`config.mk`:
```
export PLATFORM = sky130hd
export DESIGN_NAME = fold_dwt_lift
export DESIGN_NICKNAME = d
export VERILOG_FILES = /design/src/rtl/fold_dwt_pkg.sv /design/src/rtl/fold_dwt_pe.sv /design/src/rtl/fold_dwt_ctrl.sv /design/src/rtl/fold_dwt_lift.sv
export SDC_FILE = /design/constraint.sdc
export NUM_CORES = 2
export LEC_CHECK = 0
export CAP_MARGIN = 20
export CORE_UTILIZATION = 60
export CTS_CLUSTER_DIAMETER = 40
export CTS_CLUSTER_SIZE = 25
export DETAILED_ROUTE_END_ITERATION = 10
export GPL_ROUTABILITY_DRIVEN = 1
export GPL_TIMING_DRIVEN = 1
export PLACE_DENSITY = 0.87
export SLEW_MARGIN = 20
export SYNTH_ARGS = -nofsm -noshare
export SYNTH_HDL_FRONTEND = slang
export SYNTH_SLANG_ARGS = --single-unit
```
`constraint.sdc`:
```
create_clock -name clk -period 43.4 [get_ports clk]
set_clock_uncertainty 0.2 [all_clocks]
set_input_delay 8.68 -clock clk [delete_from_list [all_inputs] [get_ports clk]]
set_output_delay 8.68 -clock clk [all_outputs]
set_load 0.05 [all_outputs]
```
`src/rtl/fold_dwt_pkg.sv`:
```
// Package: shared fixed-point constants and controller state type for the
// folded lifting wavelet unit. Assumes 12 fractional coefficient bits.
package fold_dwt_pkg;

    localparam int FW = 12;          // fractional bits of coefficients
    localparam int CW = FW + 3;      // signed coefficient width

    // Round a real coefficient to the nearest fixed-point integer.
    function automatic int qconv(real v);
        return $rtoi(v * real'(1 << FW) + ((v < 0.0) ? -0.5 : 0.5));
    endfunction

    localparam logic signed [CW-1:0] C_PRED0 = CW'(qconv(-1.586134342));
    localparam logic signed [CW-1:0] C_UPD0  = CW'(qconv(-0.052980118));
    localparam logic signed [CW-1:0] C_PRED1 = CW'(qconv(0.8829110762));
    localparam logic signed [CW-1:0] C_UPD1  = CW'(qconv(0.4435068522));
    localparam logic signed [CW-1:0] C_KLO   = CW'(qconv(1.149604398));
    localparam logic signed [CW-1:0] C_KHI   = CW'(qconv(1.0 / 1.149604398));

    typedef enum logic [2:0] {
        ST_IDLE,
        ST_LOAD,
        ST_PRED,
        ST_UPD,
        ST_OUT
    } fold_state_t;

endpackage

```
`src/rtl/fold_dwt_pe.sv`:
```
// Lifting processing element: res = base + floor((op_a + op_b) * coef / 2^FW).
// Purely combinational; assumes the caller sizes IW so no wrap occurs.
module fold_dwt_pe #(
    parameter int IW = 20,
    parameter int CW = 15,
    parameter int FW = 12
) (
    input  logic signed [IW-1:0] op_a,
    input  logic signed [IW-1:0] op_b,
    input  logic signed [IW-1:0] base,
    input  logic signed [CW-1:0] coef,
    output logic signed [IW-1:0] res
);
    localparam int SW = IW + 1;
    localparam int MW = SW + CW;

    logic signed [SW-1:0] nsum;
    logic signed [MW-1:0] prod;
    logic signed [MW-1:0] scaled;

    // Neighbour sum, coefficient product, floor shift and accumulate.
    always_comb begin
        nsum   = SW'(op_a) + SW'(op_b);
        prod   = MW'(nsum) * MW'(coef);
        scaled = prod >>> FW;
        res    = base + IW'(scaled);
    end

endmodule

```
`src/rtl/fold_dwt_ctrl.sv`:
```
// Pass sequencer: load -> (predict sweep, update sweep) x2 -> readout.
// Assumes len_pairs is in 1..MAXP when a start is accepted.
module fold_dwt_ctrl
    import fold_dwt_pkg::*;
#(
    parameter int MAXP = 32,
    parameter int IXW  = $clog2(MAXP),
    parameter int LW   = $clog2(MAXP + 1)
) (
    input  logic           clk,
    input  logic           rst_n,
    input  logic           start,
    input  logic [LW-1:0]  len_pairs,
    input  logic           in_valid,
    output fold_state_t    state_q,
    output logic [IXW-1:0] idx_q,
    output logic           pass_q,
    output logic           sub_q,
    output logic           last,
    output logic           busy,
    output logic           done
);
    logic [LW-1:0] len_q;

    // Index reaches the final pair of the current line.
    always_comb begin
        last = (LW'(idx_q) == (len_q - LW'(1)));
        busy = (state_q != ST_IDLE);
        done = (state_q == ST_OUT) && sub_q && last;
    end

    // Phase, index, pass and band sequencing.
    always_ff @(posedge clk) begin
        if (!rst_n) begin
            state_q <= ST_IDLE;
            idx_q   <= '0;
            pass_q  <= 1'b0;
            sub_q   <= 1'b0;
            len_q   <= '0;
        end else begin
            case (state_q)
                ST_IDLE: if (start) begin
                    len_q   <= len_pairs;
                    idx_q   <= '0;
                    pass_q  <= 1'b0;
                    sub_q   <= 1'b0;
                    state_q <= ST_LOAD;
                end
                ST_LOAD: if (in_valid) begin
                    if (last) begin
                        idx_q   <= '0;
                        state_q <= ST_PRED;
                    end else begin
                        idx_q <= idx_q + IXW'(1);
                    end
                end
                ST_PRED: begin
                    if (last) begin
                        idx_q   <= '0;
                        state_q <= ST_UPD;
                    end else begin
                        idx_q <= idx_q + IXW'(1);
                    end
                end
                ST_UPD: begin
                    if (last) begin
                        idx_q <= '0;
                        if (pass_q) begin
                            sub_q   <= 1'b0;
                            state_q <= ST_OUT;
                        end else begin
                            pass_q  <= 1'b1;
                            state_q <= ST_PRED;
                        end
                    end else begin
                        idx_q <= idx_q + IXW'(1);
                    end
                end
                ST_OUT: begin
                    if (sub_q) begin
                        sub_q <= 1'b0;
                        if (last) begin
                            idx_q   <= '0;
                            state_q <= ST_IDLE;
                        end else begin
                            idx_q <= idx_q + IXW'(1);
                        end
                    end else begin
                        sub_q <= 1'b1;
                    end
                end
                default: state_q <= ST_IDLE;
            endcase
        end
    end

    // Input assumption: accepted line length is legal.
    a_r2_len_legal: assert property (@(posedge clk) disable iff (!rst_n)
        (start && state_q == ST_IDLE) |-> (len_pairs != '0 && len_pairs <= LW'(MAXP)));

    // Latched length never changes while a line is in flight (start ignored).
    a_r10_len_held: assert property (@(posedge clk) disable iff (!rst_n)
        (state_q != ST_IDLE) |=> $stable(len_q));

    // Working index stays inside the line.
    a_r2_idx_in_line: assert property (@(posedge clk) disable iff (!rst_n)
        (state_q != ST_IDLE) |-> (LW'(idx_q) < len_q));

endmodule

```
`src/rtl/fold_dwt_lift.sv`:
```
// Top: folded forward 9/7 lifting over one line held in an even/odd buffer.
// One PE serves both passes and the output scaling. Assumes legal length.
module fold_dwt_lift
    import fold_dwt_pkg::*;
#(
    parameter int DW   = 16,
    parameter int MAXP = 32,
    parameter int IXW  = $clog2(MAXP),
    parameter int LW   = $clog2(MAXP + 1)
) (
    input  logic                   clk,
    input  logic                   rst_n,
    input  logic                   start,
    input  logic [LW-1:0]          len_pairs,
    input  logic                   in_valid,
    input  logic signed [DW-1:0]   in_even,
    input  logic signed [DW-1:0]   in_odd,
    output logic                   busy,
    output logic                   out_valid,
    output logic                   out_band,
    output logic signed [DW+3:0]   out_data,
    output logic                   done
);
    localparam int GUARD = 4;
    localparam int IW    = DW + GUARD;

    fold_state_t      state_q;
    logic [IXW-1:0]   idx_q;
    logic             pass_q;
    logic             sub_q;
    logic             last;
    logic [IXW-1:0]   idx_right;
    logic [IXW-1:0]   idx_left;

    logic signed [IW-1:0] even_mem [MAXP];
    logic signed [IW-1:0] odd_mem  [MAXP];

    logic signed [IW-1:0] pe_a, pe_b, pe_base, pe_res;
    logic signed [CW-1:0] pe_coef;

    fold_dwt_ctrl #(.MAXP(MAXP), .IXW(IXW), .LW(LW)) u_ctrl (
        .clk       (clk),
        .rst_n     (rst_n),
        .start     (start),
        .len_pairs (len_pairs),
        .in_valid  (in_valid),
        .state_q   (state_q),
        .idx_q     (idx_q),
        .pass_q    (pass_q),
        .sub_q     (sub_q),
        .last      (last),
        .busy      (busy),
        .done      (done)
    );

    fold_dwt_pe #(.IW(IW), .CW(CW), .FW(FW)) u_pe (
        .op_a (pe_a),
        .op_b (pe_b),
        .base (pe_base),
        .coef (pe_coef),
        .res  (pe_res)
    );

    // Mirrored neighbour indices, clamped at both ends of the line.
    always_comb begin
        idx_right = last ? idx_q : (idx_q + IXW'(1));
        idx_left  = (idx_q == '0) ? '0 : (idx_q - IXW'(1));
    end

    // Operand and coefficient steering for the active phase and pass.
    always_comb begin
        pe_a    = '0;
        pe_b    = '0;
        pe_base = '0;
        pe_coef = '0;
        case (state_q)
            ST_PRED: begin
                pe_a    = even_mem[idx_q];
                pe_b    = even_mem[idx_right];
                pe_base = odd_mem[idx_q];
                pe_coef = pass_q ? C_PRED1 : C_PRED0;
            end
            ST_UPD: begin
                pe_a    = odd_mem[idx_left];
                pe_b    = odd_mem[idx_q];
                pe_base = even_mem[idx_q];
                pe_coef = pass_q ? C_UPD1 : C_UPD0;
            end
            ST_OUT: begin
                pe_a    = sub_q ? odd_mem[idx_q] : even_mem[idx_q];
                pe_coef = sub_q ? C_KHI : C_KLO;
            end
            default: ;
        endcase
    end

    // Buffer writes: line load, then in-place lifting results.
    always_ff @(posedge clk) begin
        if (state_q == ST_LOAD && in_valid) begin
            even_mem[idx_q] <= IW'(in_even);
            odd_mem[idx_q]  <= IW'(in_odd);
        end else if (state_q == ST_PRED) begin
            odd_mem[idx_q]  <= pe_res;
        end else if (state_q == ST_UPD) begin
            even_mem[idx_q] <= pe_res;
        end
    end

    // Output stream taken straight from the scaling PE.
    always_comb begin
        out_valid = (state_q == ST_OUT);
        out_band  = sub_q;
        out_data  = pe_res;
    end

    a_r6_high_follows_low: assert property (@(posedge clk) disable iff (!rst_n)
        (out_valid && !out_band) |=> (out_valid && out_band));

    a_r8_done_on_high: assert property (@(posedge clk) disable iff (!rst_n)
        done |-> (out_valid && out_band));

    a_r9_valid_within_busy: assert property (@(posedge clk) disable iff (!rst_n)
        out_valid |-> busy);

    a_r9_idle_after_done: assert property (@(posedge clk) disable iff (!rst_n)
        done |=> (!busy && !out_valid));

    a_r1_quiet_when_idle: assert property (@(posedge clk) disable iff (!rst_n)
        !busy |-> (!out_valid && !done));

endmodule

```
==> results.ini <==
[run_status]
outcome = finished with violations
violations = design-rule violations

[cells_and_area]
final_util_pct = 67.3
area_growth_pct = 11.2
final_net_count = 5063
drive_gt1_share_pct = 24.9
seqCellArea_um2 = 38900
fill_cells = 7234
multi_input_area_um2 = 31600

[yosys]
yosysSeqAreaShare_pct = 53.6
postSynthCellCount = 4583
synth_xor_area_share_pct = 1.16
syn_area_um2 = 72500
yosys_warnings = 0
synth_top_area_cell = edfxtp_1
synthAdderAreaFrac_pct = 9.70
synth_top_family_by_area = multiplexers
synth_commonest_cells = edfxtp_1, mux4_2, inv_1, nand2_1, fa_1
async_reset_ff_share_pct = 0
synth_top_flop_cell = edfxtp_1
ys_types = 82
synth_compound_area_share_pct = 6.80
synth.area.mux_share_pct = 20.7
synth.most_common_cell = edfxtp_1
ys_ff_latch = 1301
synth_fp_nets = 5024
avgSynthCellArea_um2 = 15.8
synth_top_area_share_pct = 53.0
synth_edf_count = 1280
synth-simple-area-share_pct = 4.33
synthTopCellsByArea = edfxtp_1, mux4_2, fa_1

[sta]
relSlewSlack_pct = 9.74
fin_crit_ns = 27.12
slew_viol_final = 0
rsz0062_at_grt = no
post-route-period-util_pct = 62.5
hold_viol = 0
clock.fmax_mhz = 36.9
tightestPinTransition_ns = 1.35
fin_ws_ns = 16.28
setup_tns_ns = 0
whs_ns = 0.316
setup_viol = 0

[worst_setup_path]
cp-start-kind = flip-flop
critPathRequiredTime_ns = 34.52
cp_slowest_stage_delay_ns = 0.89
slowest_stage = buf_4
path_max_fanout = 113
crit_type = reg -> out
end_kind = output pin
crit_arrival_ns = 18.24

[die]
die_y_um = 350
rows = 127
die_w_um = 350
core-area_um2 = 120000
initial_core_util_pct = 60.5
io_pins = 66
dieArea_um2 = 122000

[placement]
pre_cts_ws_ns = 17.72
io_buffers = 65
hpwl_mm = 137
gp_congestion = 0.993

[power_and_ir_drop]
ir_drop_uv = 43.0
p_int_mw = 2.22
sw_frac_of_total_pct = 27.8
power_mw = 3.07
p_leak_nw = 27.2
switchingPower_uw = 852
p_seq_share_pct = 45.5
cellPowerDensity_nw_per_um2 = 38.1
pwr-share-comb_pct = 13.6
clkPwrFrac_pct = 40.9

[global_route]
grt_overflow_total = 0
antenna_found_initial = 7
grt_pass1_wl_mm = 341
grt_pass1_vias = 49500
grt.total_usage_pct = 39.4
grt_max_degree = 161

[detailed_routing]
ant_nets = 0
drtIter0Drc = 9576
wl_per_cell_um = 37.8
vias_per_cell = 7.79
num_vias = 49600
drt_wl_total_mm = 241
first_pass_iters = 11
drc = 23

[hold_path]
hp-class = reg -> reg

[cts]
clk_pin_slew_ns = 0.08
cts-root-buf = clkbuf_16
cts_tree = yes
clockBufferDepth = 3
ctsHoldBuffers = 0
cts_resized = 0
clock_latency_ns = 0.81
cts_sinks = 1301
cts_buffers = 139
postCtsSetupBuffers = 0
htree_levels = 4

[job]
cap_violations = 0

==> worst paths after layout <==
check / startpoint / end / slack, ns / cells past startpoint
worst max-delay path: u_ctrl.len_q[0] / out_data[19] / 16.28 / 61
worst min-delay path: u_ctrl.len_q[5] / u_ctrl.len_q[5] / 0.32 / 2
worst min register to register: u_ctrl.len_q[5] / u_ctrl.len_q[5] / 0.32 / 2
worst max register to register: u_ctrl.len_q[0] / even_mem[20][19] / 25.87 / 60
==> cell families (layout without fill, tap and decap cells) <==
kind of cell / count (synthesis) / after routing
flip-flops: 1301 / 1301
XOR/XNOR: 90 / 90
multiplexers: 702 / 702
other: 0 / 13
AO/OA/AOI/OAI: 713 / 713
AND/OR/NAND/NOR: 699 / 699
buffers and inverters: 679 / 836
adder cells (fa/ha/maj): 399 / 399
==> layout make-up <==
class / instances / share of cell area [%]
Antenna cell: 13 / 0.0403
Timing Repair Buffer: 217 / 2.43
Sequential cell: 1301 / 48.2
Clock inverter: 103 / 1.49
Multi-Input combinational cell: 2603 / 39.2
Clock buffer: 156 / 4.47
Inverter: 360 / 1.69
Tap cell: 1612 / 2.50
==> registers in the layout, indices dropped and copies added, names as in the netlist, named ones only <==
register and cells:
odd_mem 640, u_ctrl.pass_q 1, u_ctrl.len_q 6, u_ctrl.state_q 3
u_ctrl.sub_q 1, even_mem 640, u_ctrl.idx_q 5
==> stage by stage <==
stage               area, um^2  std cells
finish                   80600       6365
global route             80600       6353
CTS                      80300       6347
detailed placement       75500       6088
global placement         75500       6088
floorplan                72500       4583
==> worst max-delay path, delay by kind of cell (launching register included) <==
kind | cells | cell delay, ns
AO/OA/AOI/OAI | 21 | 4.62
XOR/XNOR | 6 | 1.76
adder cells (fa/ha/maj) | 11 | 4.70
buffers and inverters | 10 | 3.01
flip-flops | 1 | 0.40
multiplexers | 2 | 0.79
AND/OR/NAND/NOR | 11 | 2.04
==> layout by cell type (no fill, tap or decap), types with 11 or more instances in the layout <==
cell type and count:
nor2_2 63, mux4_2 636, a21boi_0 11, ha_1 126, o221ai_1 22, a22oi_1 116, a211oi_1 168, fa_1 272
o22ai_1 24, a21o_1 13, o21ai_0 54, nand2_1 314, and2_1 45, nand2b_1 14, diode_2 13, mux2i_1 61
o21ai_1 20, inv_8 15, clkdlybuf4s50_1 65, clkinvlp_4 11, nor3_1 13, nand4_1 21, a21oi_1 122, o21bai_1 11
clkbuf_1 14, nand3_1 19, inv_6 20, xnor2_1 59, o21ai_4 27, a221oi_1 81, nor2_1 146, nor2b_1 19
clkbuf_16 142, edfxtp_1 1280, buf_4 139, clkinv_2 14, clkinv_8 15, dfxtp_1 16, inv_1 357, xor2_1 21
==> power by group through the flow <==
| stage | Clock (mW) | Sequential (mW) | Combinational [mW] |
|---|---|---|---|
| 5_1_grt | 1.29 | 1.40 | 0.431 |
| 3_3_place_gp | 0 | 1.42 | 0.379 |
| 4_1_cts | 1.25 | 1.40 | 0.397 |
| 6_report | 1.26 | 1.40 | 0.418 |
| 2_1_floorplan | 0 | 1.42 | 0.257 |
| 3_5_place_dp | 0 | 1.42 | 0.389 |
==> metal layers <==
layer | global-route usage, % | wire (um) | share of wire (%)
met1 | 46.2 | 69700 | 29
met2 | 58.3 | 106000 | 44
met3 | 16.3 | 41400 | 17
met4 | 29.3 | 22800 | 9.5
met5 | 1.57 | 520 | 0.22
(Power assumes the default switching activity.)
